File: config.mk
export PLATFORM = sky130hd
export DESIGN_NAME = dtpwm_ctrl
export DESIGN_NICKNAME = d
export VERILOG_FILES = /design/src/rtl/dtpwm_pkg.sv /design/src/rtl/dtpwm_regs.sv /design/src/rtl/dtpwm_timebase.sv /design/src/rtl/dtpwm_deadband.sv /design/src/rtl/dtpwm_ctrl.sv
export SDC_FILE = /design/constraint.sdc
export NUM_CORES = 1
export LEC_CHECK = 0
export BUFFER_PORTS_ARGS = -buffer_cell sky130_fd_sc_hd__clkbuf_2
export CAP_MARGIN = 5
export CORE_MARGIN = 2
export CORE_UTILIZATION = 56
export CTS_CLUSTER_DIAMETER = 50
export DETAILED_ROUTE_END_ITERATION = 8
export PLACE_DENSITY = 0.75
export SLEW_MARGIN = 15
export SYNTH_ARGS = -nofsm -noshare
export SYNTH_HDL_FRONTEND = slang
export SYNTH_SLANG_ARGS = --single-unit
File: constraint.sdc
create_clock -name clk -period 3.57 [get_ports clk]
set_clock_uncertainty 0.1 [all_clocks]
set_input_delay 0.357 -clock clk [delete_from_list [all_inputs] [get_ports clk]]
set_output_delay 0.357 -clock clk [all_outputs]
set_load 0.05 [all_outputs]
File: src/rtl/dtpwm_pkg.sv
// Package: shared types and control-word layout for the dead-time PWM block.
// Assumes an 8-bit control word; the bit positions below are the software map.
package dtpwm_pkg;

    localparam int DEAD_W = 4;

    localparam int CTL_STOP = 0;
    localparam int CTL_LOCK = 1;
    localparam int CTL_DIV2 = 2;
    localparam int CTL_RES7 = 3;
    localparam int CTL_DEAD = 4;

    typedef enum logic {
        SEL_WIDTH = 1'b0,
        SEL_CTRL  = 1'b1
    } dtpwm_sel_e;

    typedef struct packed {
        logic [DEAD_W-1:0] dead;
        logic              res7;
        logic              div2;
        logic              lock;
        logic              stop;
    } dtpwm_cfg_t;

endpackage

File: src/rtl/dtpwm_regs.sv
// Module: register file holding the pulse-width holding value and the control word.
// Assumes the write data is at least as wide as the control layout. Once lock is
// set, only stop can still be written, and lock is cleared only by reset.
module dtpwm_regs
    import dtpwm_pkg::*;
#(
    parameter int DATA_W = 8
) (
    input  logic              clk,
    input  logic              rst_n,
    input  logic              wr_en,
    input  logic              wr_sel,
    input  logic [DATA_W-1:0] wr_data,
    output dtpwm_cfg_t        cfg,
    output logic [DATA_W-1:0] pw_hold
);

    dtpwm_cfg_t cfg_q;
    logic       ctl_wr;
    logic       wid_wr;

    // Decode which register the strobe targets.
    always_comb begin
        ctl_wr = wr_en && (dtpwm_sel_e'(wr_sel) == SEL_CTRL);
        wid_wr = wr_en && (dtpwm_sel_e'(wr_sel) == SEL_WIDTH);
    end

    // Control word update with the lock rule.
    always_ff @(posedge clk) begin
        if (!rst_n) begin
            cfg_q <= '0;
        end else if (ctl_wr) begin
            cfg_q.stop <= wr_data[CTL_STOP];
            if (!cfg_q.lock) begin
                cfg_q.lock <= wr_data[CTL_LOCK];
                cfg_q.div2 <= wr_data[CTL_DIV2];
                cfg_q.res7 <= wr_data[CTL_RES7];
                cfg_q.dead <= wr_data[CTL_DEAD +: DEAD_W];
            end
        end
    end

    // Pulse-width holding register; the lock does not protect it.
    always_ff @(posedge clk) begin
        if (!rst_n) begin
            pw_hold <= '0;
        end else if (wid_wr) begin
            pw_hold <= wr_data;
        end
    end

    assign cfg = cfg_q;

endmodule

File: src/rtl/dtpwm_timebase.sv
// Module: prescaler, period counter and compare latch.
// Assumes CNT_W >= 2. Half mode wraps at 2**(CNT_W-1)-1. The compare latch loads
// from the holding register at each wrap and while stopped.
module dtpwm_timebase
    import dtpwm_pkg::*;
#(
    parameter int CNT_W = 8
) (
    input  logic             clk,
    input  logic             rst_n,
    input  dtpwm_cfg_t       cfg,
    input  logic [CNT_W-1:0] pw_hold,
    output logic [CNT_W-1:0] cnt,
    output logic [CNT_W-1:0] pw_cur,
    output logic             tick
);

    localparam logic [CNT_W-1:0] TOP_FULL = {CNT_W{1'b1}};
    localparam logic [CNT_W-1:0] TOP_HALF = {1'b0, {(CNT_W-1){1'b1}}};

    logic             ph;
    logic [CNT_W-1:0] top;
    logic             wrap;

    // Tick enable and the wrap point for the selected width.
    always_comb begin
        tick = !cfg.div2 || ph;
        top  = cfg.res7 ? TOP_HALF : TOP_FULL;
        wrap = tick && (cnt >= top);
    end

    // Prescale phase; it is held at zero while stopped.
    always_ff @(posedge clk) begin
        if (!rst_n || cfg.stop) begin
            ph <= 1'b0;
        end else begin
            ph <= !ph;
        end
    end

    // Period counter.
    always_ff @(posedge clk) begin
        if (!rst_n || cfg.stop) begin
            cnt <= '0;
        end else if (wrap) begin
            cnt <= '0;
        end else if (tick) begin
            cnt <= cnt + 1'b1;
        end
    end

    // Compare latch, loaded only at a period boundary or while stopped.
    always_ff @(posedge clk) begin
        if (!rst_n) begin
            pw_cur <= '0;
        end else if (cfg.stop || wrap) begin
            pw_cur <= pw_hold;
        end
    end

endmodule

File: src/rtl/dtpwm_deadband.sv
// Module: comparator, dead-time insertion and output gating.
// Assumes the tick comes from the timebase. The blanking counter loads on every
// change of the compare result and counts down on ticks.
module dtpwm_deadband
    import dtpwm_pkg::*;
#(
    parameter int CNT_W = 8
) (
    input  logic             clk,
    input  logic             rst_n,
    input  dtpwm_cfg_t       cfg,
    input  logic [CNT_W-1:0] cnt,
    input  logic [CNT_W-1:0] pw_cur,
    input  logic             tick,
    output logic             out_a,
    output logic             out_b,
    output logic             dt_busy
);

    logic              cmp;
    logic              cmp_q;
    logic [DEAD_W-1:0] dt_cnt;

    // Raw comparison of the count against the latched width.
    always_comb cmp = (cnt < pw_cur);

    // Registered compare result; cleared while stopped.
    always_ff @(posedge clk) begin
        if (!rst_n || cfg.stop) begin
            cmp_q <= 1'b0;
        end else begin
            cmp_q <= cmp;
        end
    end

    // Dead-time counter: load on each edge, count down on ticks.
    always_ff @(posedge clk) begin
        if (!rst_n || cfg.stop) begin
            dt_cnt <= '0;
        end else if (cmp != cmp_q) begin
            dt_cnt <= cfg.dead;
        end else if (dt_cnt != '0 && tick) begin
            dt_cnt <= dt_cnt - 1'b1;
        end
    end

    // Output gating: complementary, with blanking, stop and reset forcing low.
    always_comb begin
        dt_busy = (dt_cnt != '0);
        out_a   = rst_n && !cfg.stop && !dt_busy && cmp_q;
        out_b   = rst_n && !cfg.stop && !dt_busy && !cmp_q;
    end

endmodule

File: src/rtl/dtpwm_ctrl.sv
// Module: top of the complementary dead-time PWM controller.
// Assumes one clock domain and a synchronous active-low reset. Pulse width and
// control share one write port, selected by wr_sel.
module dtpwm_ctrl
    import dtpwm_pkg::*;
#(
    parameter int CNT_W = 8
) (
    input  logic             clk,
    input  logic             rst_n,
    input  logic             wr_en,
    input  logic             wr_sel,
    input  logic [CNT_W-1:0] wr_data,
    output logic             out_a,
    output logic             out_b
);

    dtpwm_cfg_t       cfg;
    logic [CNT_W-1:0] pw_hold;
    logic [CNT_W-1:0] pw_cur;
    logic [CNT_W-1:0] cnt;
    logic             tick;
    logic             dt_busy;

    dtpwm_regs #(.DATA_W(CNT_W)) u_regs (
        .clk     (clk),
        .rst_n   (rst_n),
        .wr_en   (wr_en),
        .wr_sel  (wr_sel),
        .wr_data (wr_data),
        .cfg     (cfg),
        .pw_hold (pw_hold)
    );

    dtpwm_timebase #(.CNT_W(CNT_W)) u_tb (
        .clk     (clk),
        .rst_n   (rst_n),
        .cfg     (cfg),
        .pw_hold (pw_hold),
        .cnt     (cnt),
        .pw_cur  (pw_cur),
        .tick    (tick)
    );

    dtpwm_deadband #(.CNT_W(CNT_W)) u_db (
        .clk     (clk),
        .rst_n   (rst_n),
        .cfg     (cfg),
        .cnt     (cnt),
        .pw_cur  (pw_cur),
        .tick    (tick),
        .out_a   (out_a),
        .out_b   (out_b),
        .dt_busy (dt_busy)
    );

endmodule

==> flow_summary.yaml <==
setup_path:
  reg2reg_depth: 5
  max_stage_delay_ps: 400
  path_cells: "inv_1, ha_1, or3b_1, nor3_1, clkbuf_2"
  cpMaxStageDelayCell: "or3b_1"
  worst_setup_path_start_kind: "flop"
  path_max_fanout: 4
  crit-reg2reg-launch: "u_tb.cnt[1]"
  critPathKind: "flop to output port"
  timing.rr.end: "u_db.dt_cnt[2]"
  arrival_ps: 1820
  required_ps: 3110
  cp_top_family: "simple AND/OR/NAND/NOR gates"
  worstSetupEndpointType: "output port"
  r2r_slack_ps: 1590
  cp_num_buf_inv: 2
clock_tree:
  clk-insertion-delay-late_ps: 350
  cts-root-buf: "clkbuf_4"
  cts_max_path_buffers: 2
  cts_tree: "done"
  clk_pin_slew_ps: 120
  cts.sinks: 38
  cts_inserted_buffers: 5
  ctsHoldBuffers: 0
  post_cts_resized: 0
  htree_levels: 2
  post_cts_buffers: 0
floorplanning:
  rows: 20
  die_w_microns: 60.6
  core_sq_um: 3050
  initial_core_util_pct: 58.7
  io_pins: 14
  design.die.area_sq_um: 3670
  die_y_microns: 60.6
power_and_ir_drop:
  vdd_ir_drop_max_uv: 313
  total_leakage_power_nw: 0.786
  power_per_cell_area_nw_per_um2: 496
run:
  cap_violations: 0
synth:
  synth_edf_count: 0
  synth.avg_cell_area_sq_um: 8.83
  ys_ff_latch: 38
  yosysWarnings: 0
  synthAdderAreaFrac_pct: 7.68
  netlist_area_sq_um: 1790
  muxShareOfSynthArea_pct: 7.82
  syn_nets: 226
  synth-compound-area-share_pct: 11.2
  seq_area_frac_synth_pct: 42.4
  synth_xor_area_share_pct: 4.88
  synth_top_family_by_area: "simple AND/OR/NAND/NOR gates"
  ys_async_sr_fraction_pct: 0
  ys_types: 38
  ys.flop_type: "dfxtp_1"
  yosys.area_share.simple_pct: 20.5
  syn_inst: 203
detailed_routing:
  dr_wl_met2_mm: 1.70
  firstDrtPassIters: 4
  drcViolationCount: 0
  wl_met1_mm: 1.65
  drtAntennaViolNets: 0
  route.top_layer_used: "met4"
  first_iter_violations: 79
  wl_met3_microns: 126
  vias: 1368
  wl_mm: 3.51
  via_per_inst: 5.26
  wl_per_cell_microns: 13.5
final_layout:
  final_layout_size_suffix_gt1_share_pct: 13.9
  layout.cells.non_filler: 260
  nets: 238
  syn_to_final_growth_pct: 7.75
  n_antenna_cell: 0
placement:
  port_buffers: 13
  dp_cells: 252
  gp_congestion: 0.784
  dp.final_hpwl_mm: 2.74
timing:
  max-slew-margin-rel_pct: 50.3
  rsz0062_at_grt: "false"
  setup_viol: 0
  fin_crit_ps: 2270
  tns_ps: 0
  tightest_slew_ps: 744
  period_share_pct: 63.7
  slew_violations: 0
  fmaxAchievable_mhz: 440
  hold_viol: 0
  whs_ps: 135
global_routing:
  overflow: 0
  antenna_found_initial: 0
  grt_max_degree: 26
  grt_first_pass_wirelength_mm: 5.89
  first_global_vias: 1294
  grt_usage_pct: 22.1
hold_path:
  hp-class: "primary input to flop"
  holdPathEnd: "u_regs.pw_hold[2]"
  holdPathStages: 3
  hp-start: "wr_data[2]"
status:
  status: "complete, no violations"
## metal layers
metal / up-vias / GRT usage, %
li1: 712 / -
met1: 631 / 28.8
met2: 22 / 35.5
met3: 3 / 5.33
met4: 0 / 8.39
met5: - / 0
## synthesized netlist by cell type (all sizes together), types with 4 or more instances
cell type  instances  area, sq um
nor2              24         90.1
a211oi             5         42.5
nand4              4         31.3
dfxtp             38          761
ha                11          138
xnor2              4         35.0
inv               12         45.0
a31oi              4         25.0
buf                5         37.5
mux2i             14          140
xor2               6         52.6
nand2             29          109
a21oi             17         88.8
nor3               4         25.0
clkbuf             4         15.0
## worst register-to-register path, delay by kind of cell (launching register included)
kind / cells / cell delay (ps)
AO/OA/AOI/OAI: 4 / 1060
adder cells (fa/ha/maj): 1 / 260
flip-flops: 1 / 430
## metrics by stage
stage	area, sq um	setup slack [ps]	utilization (%)	power, mW
floorplan	1790	1160	-	0.673
global placement	1870	1690	61.2	0.710
CTS	1930	1290	63.3	0.960
finish	1930	1300	63.3	0.958
detailed placement	1870	1620	61.2	0.725
global route	1930	1170	63.3	1.01
## how the worst max path moves through the flow
stage,start,end,cells after the start
floorplan,u_db.dt_cnt[0],out_a,4
global placement,u_tb.pw_cur[1],u_db.dt_cnt[3],6
detailed placement,u_tb.cnt[1],u_db.dt_cnt[2],5
CTS,u_db.dt_cnt[0],out_b,5
global route,u_db.dt_cnt[1],out_b,5
finish,u_db.dt_cnt[0],out_b,5
## area by class of cell
type	instances	area [sq um]
sequential	38	761
fill	284	1120
clock buffer	6	51.3
multi-input combinational	144	935
tap	44	55.1
clock inverter	2	12.5
inverter	12	45.0
timing repair buffer	14	72.6
## power by group
part / switching, mW / internal [mW]
Clock: 0.144 / 0.0947
Sequential: 0.0286 / 0.456
Combinational: 0.134 / 0.101
## kinds of logic after synthesis
family          after synthesis
fa+ha+maj                    11
mux                          14
xor+xnor                     10
simple gates                 77
compound gates               32
flops                        38
buf+inv                      21
## placed cells by master (no fill, tap or decap), types with 2 or more instances in the layout
cell | netlist | layout
nand3_1 | 3 | 3
a211oi_1 | 4 | 4
nor2_1 | 24 | 24
xor2_1 | 6 | 6
inv_1 | 12 | 12
a21oi_1 | 16 | 16
nand2b_1 | 2 | 2
clkbuf_4 | 0 | 5
ha_1 | 11 | 11
nor2b_1 | 2 | 2
clkbuf_2 | 0 | 13
o31ai_1 | 2 | 2
a31oi_1 | 4 | 4
xnor2_1 | 4 | 4
nand4_1 | 3 | 3
nand2_1 | 29 | 29
nor3_1 | 3 | 3
mux2i_1 | 14 | 14
dfxtp_1 | 38 | 38
## registers in the layout (all words and copies together), names as in the netlist
register,count
u_regs.cfg,8
u_regs.pw_hold,8
u_tb.cnt,8
u_tb.pw_cur,8
u_db.dt_cnt,4
u_db.cmp_q,1
u_tb.ph,1
Power figures use the tool's default switching activity.
